<file path="src/rtl/fpdiv_pkg.sv">
package fpdiv_pkg;
  localparam int EXP_W    = 8;
  localparam int FRAC_W   = 23;
  localparam int WORD_W   = 1 + EXP_W + FRAC_W;
  localparam int MANT_W   = FRAC_W + 1;
  localparam int QUO_W    = FRAC_W + 3;
  localparam int REM_W    = MANT_W + 4;
  localparam int SEXP_W   = EXP_W + 4;
  localparam int BIAS     = (1 << (EXP_W - 1)) - 1;
  localparam int EXP_ALL1 = (1 << EXP_W) - 1;
  localparam int LATENCY  = QUO_W + 1;

  typedef logic signed [SEXP_W-1:0] sexp_t;

  typedef struct packed {
    logic              sign;
    logic              is_nan;
    logic              is_inf;
    logic              is_zero;
    sexp_t             exp;
    logic [MANT_W-1:0] mant;
  } opnd_t;
endpackage

</file>
<file path="src/rtl/fpdiv_unpack.sv">
module fpdiv_unpack
  import fpdiv_pkg::*;
(
  input  logic [WORD_W-1:0] word_i,
  output opnd_t             op_o
);
  logic [EXP_W-1:0]  ef;
  logic [FRAC_W-1:0] ff;
  assign ef = word_i[WORD_W-2:FRAC_W];
  assign ff = word_i[FRAC_W-1:0];

  always_comb begin
    int lz;
    lz = FRAC_W;
    for (int i = 0; i < FRAC_W; i++) begin
      if (ff[i]) lz = FRAC_W - i;
    end
    op_o         = '0;
    op_o.sign    = word_i[WORD_W-1];
    op_o.is_nan  = (ef == EXP_W'(EXP_ALL1)) && (ff != '0);
    op_o.is_inf  = (ef == EXP_W'(EXP_ALL1)) && (ff == '0);
    op_o.is_zero = (ef == '0) && (ff == '0);
    if (ef == '0) begin
      op_o.mant = {1'b0, ff} << lz;
      op_o.exp  = sexp_t'(1 - lz);
    end else begin
      op_o.mant = {1'b1, ff};
      op_o.exp  = sexp_t'(ef);
    end
  end
endmodule

</file>
<file path="src/rtl/fpdiv_nr_core.sv">
module fpdiv_nr_core
  import fpdiv_pkg::*;
(
  input  logic              clk,
  input  logic              rst,
  input  logic              load_i,
  input  logic [MANT_W-1:0] dvd_i,
  input  logic [MANT_W-1:0] dvs_i,
  output logic [QUO_W-1:0]  quo_o,
  output logic              sticky_o,
  output logic              fin_o
);
  localparam int CNT_W = $clog2(QUO_W + 1);
  typedef logic signed [REM_W-1:0] rem_t;

  rem_t             rem_q, dvs_q, base, nxt, corr;
  logic [CNT_W-1:0] cnt_q;
  logic             run_q;

  always_comb begin
    base     = (cnt_q == '0) ? rem_q : (rem_q <<< 1);
    nxt      = rem_q[REM_W-1] ? (base + dvs_q) : (base - dvs_q);
    corr     = rem_q[REM_W-1] ? (rem_q + dvs_q) : rem_q;
    sticky_o = (corr != '0);
  end

  always_ff @(posedge clk) begin
    if (rst) begin
      rem_q <= '0;
      dvs_q <= '0;
      cnt_q <= '0;
      run_q <= 1'b0;
      fin_o <= 1'b0;
      quo_o <= '0;
    end else if (load_i) begin
      rem_q <= rem_t'(dvd_i);
      dvs_q <= rem_t'(dvs_i);
      cnt_q <= '0;
      run_q <= 1'b1;
      fin_o <= 1'b0;
      quo_o <= '0;
    end else if (run_q) begin
      rem_q <= nxt;
      quo_o <= {quo_o[QUO_W-2:0], ~nxt[REM_W-1]};
      cnt_q <= cnt_q + 1'b1;
      if (cnt_q == CNT_W'(QUO_W - 1)) begin
        run_q <= 1'b0;
        fin_o <= 1'b1;
      end
    end else begin
      fin_o <= 1'b0;
    end
  end
endmodule

</file>
<file path="src/rtl/fpdiv_round.sv">
module fpdiv_round
  import fpdiv_pkg::*;
(
  input  logic              sign_i,
  input  sexp_t             exp_i,
  input  logic [QUO_W-1:0]  quo_i,
  input  logic              sticky_i,
  output logic [WORD_W-1:0] word_o,
  output logic              ovf_o,
  output logic              unf_o
);
  logic [QUO_W-1:0]         m;
  sexp_t                    e;
  logic                     st, tiny, g, r, lsb, up;
  logic [EXP_W-1:0]         efield;
  logic [EXP_W+FRAC_W-1:0]  mag;

  always_comb begin
    int sh;
    m      = quo_i;
    e      = exp_i;
    st     = sticky_i;
    tiny   = 1'b0;
    efield = '0;
    ovf_o  = 1'b0;
    unf_o  = 1'b0;
    g      = 1'b0;
    r      = 1'b0;
    lsb    = 1'b0;
    up     = 1'b0;
    mag    = '0;
    if (!m[QUO_W-1]) begin
      m = m << 1;
      e = e - sexp_t'(1);
    end
    sh = 1 - int'(e);
    if (e >= sexp_t'(EXP_ALL1)) begin
      mag   = {EXP_W'(EXP_ALL1), {FRAC_W{1'b0}}};
      ovf_o = 1'b1;
    end else if (e < -sexp_t'(FRAC_W)) begin
      mag   = '0;
      unf_o = 1'b1;
    end else begin
      if (e <= sexp_t'(0)) begin
        tiny = 1'b1;
        for (int i = 0; i <= FRAC_W; i++) begin
          if (i < sh) begin
            st = st | m[0];
            m  = m >> 1;
          end
        end
      end else begin
        efield = e[EXP_W-1:0];
      end
      g     = m[1];
      r     = m[0];
      lsb   = m[2];
      up    = g & (r | st | lsb);
      mag   = {efield, m[QUO_W-2:2]} + {{(EXP_W+FRAC_W-1){1'b0}}, up};
      ovf_o = (mag[EXP_W+FRAC_W-1:FRAC_W] == EXP_W'(EXP_ALL1));
      unf_o = tiny & (g | r | st);
    end
    word_o = {sign_i, mag};
  end
endmodule

</file>
<file path="src/rtl/fp32_div_seq.sv">
module fp32_div_seq
  import fpdiv_pkg::*;
(
  input  logic              clk,
  input  logic              rst,
  input  logic              start_i,
  input  logic [WORD_W-1:0] a_i,
  input  logic [WORD_W-1:0] b_i,
  output logic              busy_o,
  output logic              done_o,
  output logic [WORD_W-1:0] quot_o,
  output logic              flag_invalid_o,
  output logic              flag_divzero_o,
  output logic              flag_overflow_o,
  output logic              flag_underflow_o
);
  localparam logic [WORD_W-1:0] QNAN =
    {1'b0, {EXP_W{1'b1}}, 1'b1, {(FRAC_W-1){1'b0}}};

  opnd_t oa, ob;
  fpdiv_unpack u_ua (.word_i(a_i), .op_o(oa));
  fpdiv_unpack u_ub (.word_i(b_i), .op_o(ob));

  logic              accept, rsign;
  logic              spec, spec_inv, spec_dz;
  logic [WORD_W-1:0] spec_word;

  assign accept = start_i & ~busy_o;
  assign rsign  = oa.sign ^ ob.sign;

  always_comb begin
    spec      = 1'b1;
    spec_inv  = 1'b0;
    spec_dz   = 1'b0;
    spec_word = '0;
    if (oa.is_nan || ob.is_nan || (oa.is_inf && ob.is_inf) || (oa.is_zero && ob.is_zero)) begin
      spec_word = QNAN;
      spec_inv  = 1'b1;
    end else if (oa.is_inf) begin
      spec_word = {rsign, {EXP_W{1'b1}}, {FRAC_W{1'b0}}};
    end else if (ob.is_zero) begin
      spec_word = {rsign, {EXP_W{1'b1}}, {FRAC_W{1'b0}}};
      spec_dz   = 1'b1;
    end else if (oa.is_zero || ob.is_inf) begin
      spec_word = {rsign, {(WORD_W-1){1'b0}}};
    end else begin
      spec = 1'b0;
    end
  end

  logic [QUO_W-1:0] quo;
  logic             sticky, fin;
  fpdiv_nr_core u_core (
    .clk(clk), .rst(rst), .load_i(accept),
    .dvd_i(oa.mant), .dvs_i(ob.mant),
    .quo_o(quo), .sticky_o(sticky), .fin_o(fin)
  );

  logic              sign_q, spec_q, spec_inv_q, spec_dz_q;
  sexp_t             exp_q;
  logic [WORD_W-1:0] spec_word_q, rnd_word;
  logic              rnd_ovf, rnd_unf;

  fpdiv_round u_round (
    .sign_i(sign_q), .exp_i(exp_q), .quo_i(quo), .sticky_i(sticky),
    .word_o(rnd_word), .ovf_o(rnd_ovf), .unf_o(rnd_unf)
  );

  always_ff @(posedge clk) begin
    if (rst) begin
      busy_o           <= 1'b0;
      done_o           <= 1'b0;
      quot_o           <= '0;
      flag_invalid_o   <= 1'b0;
      flag_divzero_o   <= 1'b0;
      flag_overflow_o  <= 1'b0;
      flag_underflow_o <= 1'b0;
      sign_q           <= 1'b0;
      spec_q           <= 1'b0;
      spec_inv_q       <= 1'b0;
      spec_dz_q        <= 1'b0;
      spec_word_q      <= '0;
      exp_q            <= '0;
    end else begin
      done_o <= 1'b0;
      if (accept) begin
        busy_o      <= 1'b1;
        sign_q      <= rsign;
        spec_q      <= spec;
        spec_inv_q  <= spec_inv;
        spec_dz_q   <= spec_dz;
        spec_word_q <= spec_word;
        exp_q       <= oa.exp - ob.exp + sexp_t'(BIAS);
      end else if (busy_o && fin) begin
        busy_o           <= 1'b0;
        done_o           <= 1'b1;
        quot_o           <= spec_q ? spec_word_q : rnd_word;
        flag_invalid_o   <= spec_q & spec_inv_q;
        flag_divzero_o   <= spec_q & spec_dz_q;
        flag_overflow_o  <= ~spec_q & rnd_ovf;
        flag_underflow_o <= ~spec_q & rnd_unf;
      end
    end
  end
endmodule

</file>
<file path="config.mk">
export PLATFORM = sky130hd
export DESIGN_NAME = fp32_div_seq
export DESIGN_NICKNAME = d
export VERILOG_FILES = /design/src/rtl/fpdiv_pkg.sv /design/src/rtl/fpdiv_unpack.sv /design/src/rtl/fpdiv_nr_core.sv /design/src/rtl/fpdiv_round.sv /design/src/rtl/fp32_div_seq.sv
export SDC_FILE = /design/constraint.sdc
export NUM_CORES = 1
export LEC_CHECK = 0
export ABC_AREA = 1
export CORE_MARGIN = 2
export CORE_UTILIZATION = 42
export DETAILED_ROUTE_END_ITERATION = 10
export DONT_BUFFER_PORTS = 1
export PLACE_DENSITY = 0.57
export SLEW_MARGIN = 30
export SYNTH_ARGS = -nofsm -noshare
export SYNTH_HDL_FRONTEND = slang
export SYNTH_SLANG_ARGS = --single-unit
</file>
<file path="constraint.sdc">
create_clock -name clk -period 11.64 [get_ports clk]
set_input_delay 2.328 -clock clk [delete_from_list [all_inputs] [get_ports clk]]
set_output_delay 2.328 -clock clk [all_outputs]
set_load 0.01 [all_outputs]
</file>
-- After elaboration in Yosys (flattened, before gate mapping)
Cells that the tools add are included.
- add/sub/neg operators: 11
- $lt $le $gt $ge: 27
- equality and inequality tests: 4
- shifts and indexed selects: 2
- mux-type cells: 276
- bitwise operators: 41
- reductions and logical operators: 26
- operators by type and width (operator ; number):
    $mux W26 ; 93
    $lt A5 B32 Y1 const A ; 8
    $lt A6 B32 Y1 const A ; 8
    $mux W32 ; 5
    $mux W5 ; 30
    $lt A4 B32 Y1 const A ; 4
    $mux W1 ; 119
    $mux W25 ; 4
    $mux W28 ; 3
    $mux W36 ; 2
    $lt A3 B32 Y1 const A ; 2
    $mux W31 ; 2
    $add A28 B25 Y28 ; 2
    $mux W24 ; 2
    $shl A23 B5 Y24 ; 2
    $logic_not A23 Y1 ; 2
    $reduce_bool A23 Y1 ; 2
    $lt A1 B32 Y1 const A ; 1
    $lt A2 B32 Y1 const A ; 1
    $add A31 B1 Y31 ; 1
    $or A1 B1 Y1 ; 28
    $reduce_bool A28 Y1 ; 1
    $sub A28 B25 Y28 ; 1
    $eq A8 B8 Y1 const B ; 3
    25 further kinds ; 61
- register bits after elaboration: 171
- input port bits: 67
- output and inout bits: 38
- logic and storage cells: 407

-- Logic depth before layout (Yosys ltp)
- depth in word-level cells: 131
- mapped depth: 67
- mapped depth without buffers: 65

-- Modules after synthesis
From an unflattened synthesis, not the netlist that was laid out.
- cell total of the unflattened synthesis: 4297
- area total of the unflattened synthesis: 22888.2 um^2
- by module, submodules not included (module ; instances ; cells an instance ; area an instance (um^2) ; seq. area each (um^2)):
    fpdiv_round ; 1 ; 1833 ; 8782.2 ; 0.0
    fpdiv_nr_core ; 1 ; 1288 ; 7627.3 ; 1701.6
    fpdiv_unpack ; 2 ; 391 ; 1800.5 ; 0.0
    fp32_div_seq ; 1 ; 394 ; 2877.8 ; 1121.1

-- Least setup slack after synthesis
Ideal clock, no wire load.
- kind: reg-to-reg
- start point: register exp_q[0]
- end point: register flag_overflow_o
- library setup time: 0.112 ns
- arrival time: 6.240 ns
- data required time: 11.528 ns
- setup slack: 5.287 ns
- cell stages (with the launch flop): 61
- buffers on the path: 2
- period minus slack after synthesis: 6.353 ns
- cell sequence: dfxtp_1 > inv_1 > ha_1 > o21ai_2 > inv_1 > ha_1 > or2_1 > nand2_2 > inv_2 > nor2_4 > nand2_1 > nor2_2 > nand3_4 > nand2_2 > buf_4 > nand2_1 > nand2_1 > nand2_1 > [25 not listed] > nand3_2 > nand2_4 > and2_4 > buf_6 > ha_1 > nand2_2 > nor2_2 > nand2_2 > inv_2 > nand2_1 > xor2_1 > clkinv_1 > nand3_1 > nor2_1 > nand2_1 > nand2_1 > nand2_1 > nand2_1
- word-level cells in the longest chain between the ends: 131
- elaborated cells on any way between the ends: 256
- classes of those cells: add/sub (3); order compare (27); eq/ne (1); mux (198); bitwise (27)
- RTL lines (what ; line ; source):
    start: declaration ; fp32_div_seq.sv:60 ; sexp_t exp_q;
    start signal: assignment ; fp32_div_seq.sv:93 ; exp_q <= oa.exp - ob.exp + sexp_t'(BIAS);
    $sub A12 B2 Y12 ; fpdiv_round.sv:34 ; e = e - sexp_t'(1);
    $mux W12 * ; fpdiv_round.sv:32 ; if (!m[QUO_W-1]) begin
    $sub A2 B12 Y13 ; fpdiv_round.sv:36 ; sh = 1 - int'(e);
    $lt A1 B32 Y1 ; fpdiv_round.sv:47 ; if (i < sh) begin
    $mux W1 or $mux W26 (tied branches) ; fpdiv_round.sv:47 ;
    $mux W1 or $mux W26 (tied branches) ; fpdiv_round.sv:44 ; if (e <= sexp_t'(0)) begin
    $mux W1 or $mux W26 (tied branches) ; fpdiv_round.sv:40 ; end else if (e < -sexp_t'(FRAC_W)) begin
    $mux W1 or $mux W26 (tied branches) ; fpdiv_round.sv:37 ; if (e >= sexp_t'(EXP_ALL1)) begin
    [114 not listed] ; n/a ;
    $mux W1 ; fpdiv_round.sv:37 ;
    $or A1 B1 Y1 (2 in a row) ; fpdiv_round.sv:58 ; up = g & (r | st | lsb);
    $and A1 B1 Y1 ; fpdiv_round.sv:58 ;
    $add A31 B1 Y31 ; fpdiv_round.sv:59 ; mag = {efield, m[QUO_W-2:2]} + {{(EXP_W+FRAC_W-1){1'b0}}, up};
    $eq A8 B8 Y1 ; fpdiv_round.sv:60 ; ovf_o = (mag[EXP_W+FRAC_W-1:FRAC_W] == EXP_W'(EXP_ALL1));
    $mux W1 ; fpdiv_round.sv:40 ;
    $mux W1 * ; fpdiv_round.sv:37 ;
    $and A1 B1 Y1 * ; fp32_div_seq.sv:100 ; flag_overflow_o <= ~spec_q & rnd_ovf;
    end signal: assignment ; fp32_div_seq.sv:100 ;
    end: declaration ; fp32_div_seq.sv:14 ; output logic flag_overflow_o,
Mark *: on every way between the ends. The rest lies on a longest branch, timed or not. The select of a mux whose other input is x is not followed.
A chain may end at the register's enable or synchronous reset.

-- Worst setup path after layout
- start point: register exp_q[0]
- end point: register quot_o[22]
- word-level cells in the longest chain between the ends: 130
- elaborated cells on any way between the ends: 252
- classes of those cells: add/sub (3); order compare (27); mux (196); bitwise (26)
- RTL lines (what ; line ; source):
    $sub A12 B2 Y12 ; fpdiv_round.sv:34 ;
    $mux W12 * ; fpdiv_round.sv:32 ;
    $sub A2 B12 Y13 ; fpdiv_round.sv:36 ;
    $lt A1 B32 Y1 ; fpdiv_round.sv:47 ;
    $mux W1 or $mux W26 (tied branches) ; fpdiv_round.sv:47 ;
    $mux W1 or $mux W26 (tied branches) ; fpdiv_round.sv:44 ;
    $mux W1 or $mux W26 (tied branches) ; fpdiv_round.sv:40 ;
    $mux W1 or $mux W26 (tied branches) ; fpdiv_round.sv:37 ;
    [113 not listed] ; n/a ;
    $mux W1 ; fpdiv_round.sv:40 ;
    $mux W1 ; fpdiv_round.sv:37 ;
    $or A1 B1 Y1 (2 in a row) ; fpdiv_round.sv:58 ;
    $and A1 B1 Y1 ; fpdiv_round.sv:58 ;
    $add A31 B1 Y31 ; fpdiv_round.sv:59 ;
    $mux W31 ; fpdiv_round.sv:40 ;
    $mux W31 * ; fpdiv_round.sv:37 ;
    $mux W32 * ; fp32_div_seq.sv:97 ; quot_o <= spec_q ? spec_word_q : rnd_word;
    end signal: assignment ; fp32_div_seq.sv:97 ;
    end: declaration ; fp32_div_seq.sv:11 ; output logic [WORD_W-1:0] quot_o,
Marked as above.

==> results.md <==
* Most frequent cells in the layout: nand2_1, nand3_1, inv_1
* Pre-antenna DRT Iters at 6
* Placed cell count at approximately 3,700
* Antenna violations before repair at 0
* Max VDD drop at 0.102 mV
* F_max at 116 MHz
* Crit path largest cell delay at about 0.75 ns
* CTS tree: yes
* Synth Instances at 3,251
* # H-tree levels at 4
* Area delta synth->final at 4.61%
* Clock root buffer: clkbuf_16
* Hold-fix buffers, CTS at 0
* Post-Layout Cell Count at 3,748
* Yosys reg bits at 141
* Drt drc at 0
* Antenna fix cells at 0
* Die width at 214 um
* Most common cell after layout, fill and taps aside: nand2_1
* Fin crit period at 8.66 ns
* Final hold vios at 0
* GRT overflow at 0
* Syn nets at about 3,400
* Post-route clock period utilization at 0.744
* Pin count of the biggest net entering global routing at 65
* Sequential power share at 0.150
* Clk pin slew, worst setup/hold paths at about 0.06 ns
* Avg WL per Cell at 17.3 um
* Ys Warns at 0
* Avg Inst Size Synth at 5.70 um^2
* Die height at 214 um
* Slew Limit Fails at 0
* Number of synthesized flops with an enable pin at 0
* Clk_skew at about 0.018 ns
* Std cell rows at 76
* CP required at 11.97 ns
* WP buf/inv at 5
* Seq/Total Area, Yosys at 0.152
* Area of the core at about 43,000 um^2
* Share of layout cells above drive strength 1 at 0.0560
* Arrival @ worst endpoint at roughly 9.0 ns
* Area of the multi-input gates at between 10,000 and 15,000 um^2
* Critical Path Fanout Max at 31
* Hold Crit Class: reg2reg
* Final ANT Viol Nets at 0
* Vias in the first global route at 19,800
* Clock Power Share at 0.150
* Most frequent CP cell: nand3_1
* Crit path max-delay family: simple AND/OR/NAND/NOR gates
* Slew HR at 0.349
* Starting Density at 0.428
* Global-route wire length before repair at 104,000 um
* Number of port buffers at 0
* Routability congestion estimate at 0.978
* Count of cell types in the netlist at 67
* Status: completed
* Num CTS Buffers at 17
* Register cell area after layout at 2820 um^2
* Final setup fails at 0
* Pint at 1.64 mW
* Crit. End Element: flop
* Pwr Density at 189 nW/um^2
* Max Root-Sink Buffers at 2
* Placement Cell Area at 18,800 um^2
* Worst-margin pin slew at just under 1 ns
* DRT iter0 DRCs at 1,868
* Combinational fraction of design power at 0.700
* Vias/cell at 5.71
* Total GRT Usage at 0.276
* CTS-repair resized insts at 0
* Leakage power at 8.61 nW
* Final TNS setup at 0 ns
* Clk Latency, worst-skew pair at 0.46 ns
* Filler cells at roughly 4,700
* Design area at 19,400 um^2
* Setup Buffers After CTS at 0
* Final WL at around 65,000 um
* Crit path launch type: flop
* Predominant post-synthesis flop cell: dfxtp_1
* Post-synth ARST share at 0
* Switching power at 2.02 mW
* Mapped Area at 18,500 um^2
* Nets at 3,299
* Cell with the largest stage delay on the worst path: a21oi_4
* Die area at 45,800 um^2
* # Max-Cap Violations at 0
* Unrepaired setup endpoints after global routing: no
* Sw Share at 0.552
* WS Path Type: reg2reg
* Io pins at 105
* # clock sinks at between 100 and 150
* Vias at roughly 21,000
* DP Wirelength at 52,000 um
metrics by stage:
stage | hold WS, ns | power (mW) | util | setup WS [ns]
final | 0.456 | 3.66 | 0.448 | 2.98
after global routing | 0.489 | 4.04 | 0.448 | 2.02
after CTS | 0.456 | 3.64 | 0.448 | 3.02
after detailed placement | 0.442 | 3.08 | 0.435 | 3.04
after global placement | 0.440 | 3.07 | 0.434 | 3.31
after floorplan | 0.421 | 2.58 | - | 5.29
flip-flops by register name (all words and copies together), names as in the netlist, 3 cells and up:
signal / cells
exp_q: 12
u_core.cnt_q: 5
u_core.rem_q: 28
u_core.quo_o: 26
quot_o: 32
u_core.dvs_q: 24
spec_word_q: 3
power groups by stage:
stage	sequential [mW]	combinational, mW	clock, mW
2_1_floorplan	0.542	2.04	0
3_3_place_gp	0.560	2.51	0
3_5_place_dp	0.560	2.52	0
4_1_cts	0.550	2.53	0.560
5_1_grt	0.553	2.90	0.580
6_report	0.550	2.56	0.550
cells by family (layout without fill, tap and decap cells):
group,after synthesis,after routing,synth area share
and+or+nand+nor,1734,1734,0.424
AOI/OAI and AO/OA,694,694,0.218
buffers and inverters,529,441,0.115
DFF,141,141,0.152
adders and majority gates,81,81,0.0559
xor gates and xnor gates,67,67,0.0317
muxes,5,5,0.00284
worst register-to-register path: cells and delay by family, from the launching register on:
family / cells / cell delay (ns)
buf+inv: 5 / 0.87
fa+ha+maj: 3 / 0.80
simple gates: 42 / 5.25
compound gates: 3 / 1.25
flops: 1 / 0.38
cell usage after synthesis, types with 7 or more instances:
cell type | count | area share
a32o_1 | 9 | 0.0049
o21ai_1 | 18 | 0.0049
a221oi_1 | 15 | 0.0071
buf_1 | 8 | 0.0016
o21ai_0 | 292 | 0.079
nand3_1 | 552 | 0.15
nor2_1 | 256 | 0.052
buf_2 | 38 | 0.010
clkbuf_1 | 81 | 0.016
xnor2_1 | 15 | 0.0071
nor2_4 | 8 | 0.0049
a211oi_1 | 14 | 0.0057
nor3_1 | 41 | 0.011
xor2_1 | 52 | 0.025
buf_6 | 7 | 0.0043
buf_4 | 10 | 0.0041
nand3_2 | 23 | 0.012
inv_2 | 15 | 0.0030
a31oi_1 | 23 | 0.0078
o22ai_1 | 13 | 0.0044
nor2_2 | 14 | 0.0047
ha_1 | 78 | 0.053
nand2_1 | 731 | 0.15
or2_2 | 9 | 0.0030
a21oi_1 | 194 | 0.052
nor4_1 | 14 | 0.0047
nand4_1 | 45 | 0.015
o211ai_1 | 35 | 0.014
o21bai_1 | 15 | 0.0061
clkinv_1 | 10 | 0.0020
inv_1 | 356 | 0.072
dfxtp_1 | 141 | 0.15
o31ai_1 | 9 | 0.0036
nand2_2 | 16 | 0.0054
metal layers:
| layer | global-route usage | vias to the layer above | wire [um] |
|---|---|---|---|
| li1 | - | 10900 | - |
| met1 | 0.337 | 9778 | 27700 |
| met2 | 0.494 | 644 | 31800 |
| met3 | 0.0284 | 127 | 2700 |
| met4 | 0.111 | 0 | 2560 |
| met5 | 0 | - | 0 |
path summary, 6_finish.rpt:
check / from / endpoint / slack (ns) / cells after the start
min: sign_q / sign_q / 0.46 / 2
max reg2reg: exp_q[0] / quot_o[22] / 2.98 / 53
max: exp_q[0] / quot_o[22] / 2.98 / 53
min reg2reg: sign_q / sign_q / 0.46 / 2
layout make-up:
cell class                      instances  share of cell area
Clock inverter                         12             0.00710
Sequential cell                       141               0.146
Clock buffer                           19              0.0229
Inverter                              385              0.0750
Timing Repair Buffer                   25             0.00968
Tap cell                              585              0.0378
Multi-Input combinational cell       2581               0.702
Power figures use the tool's default switching activity.
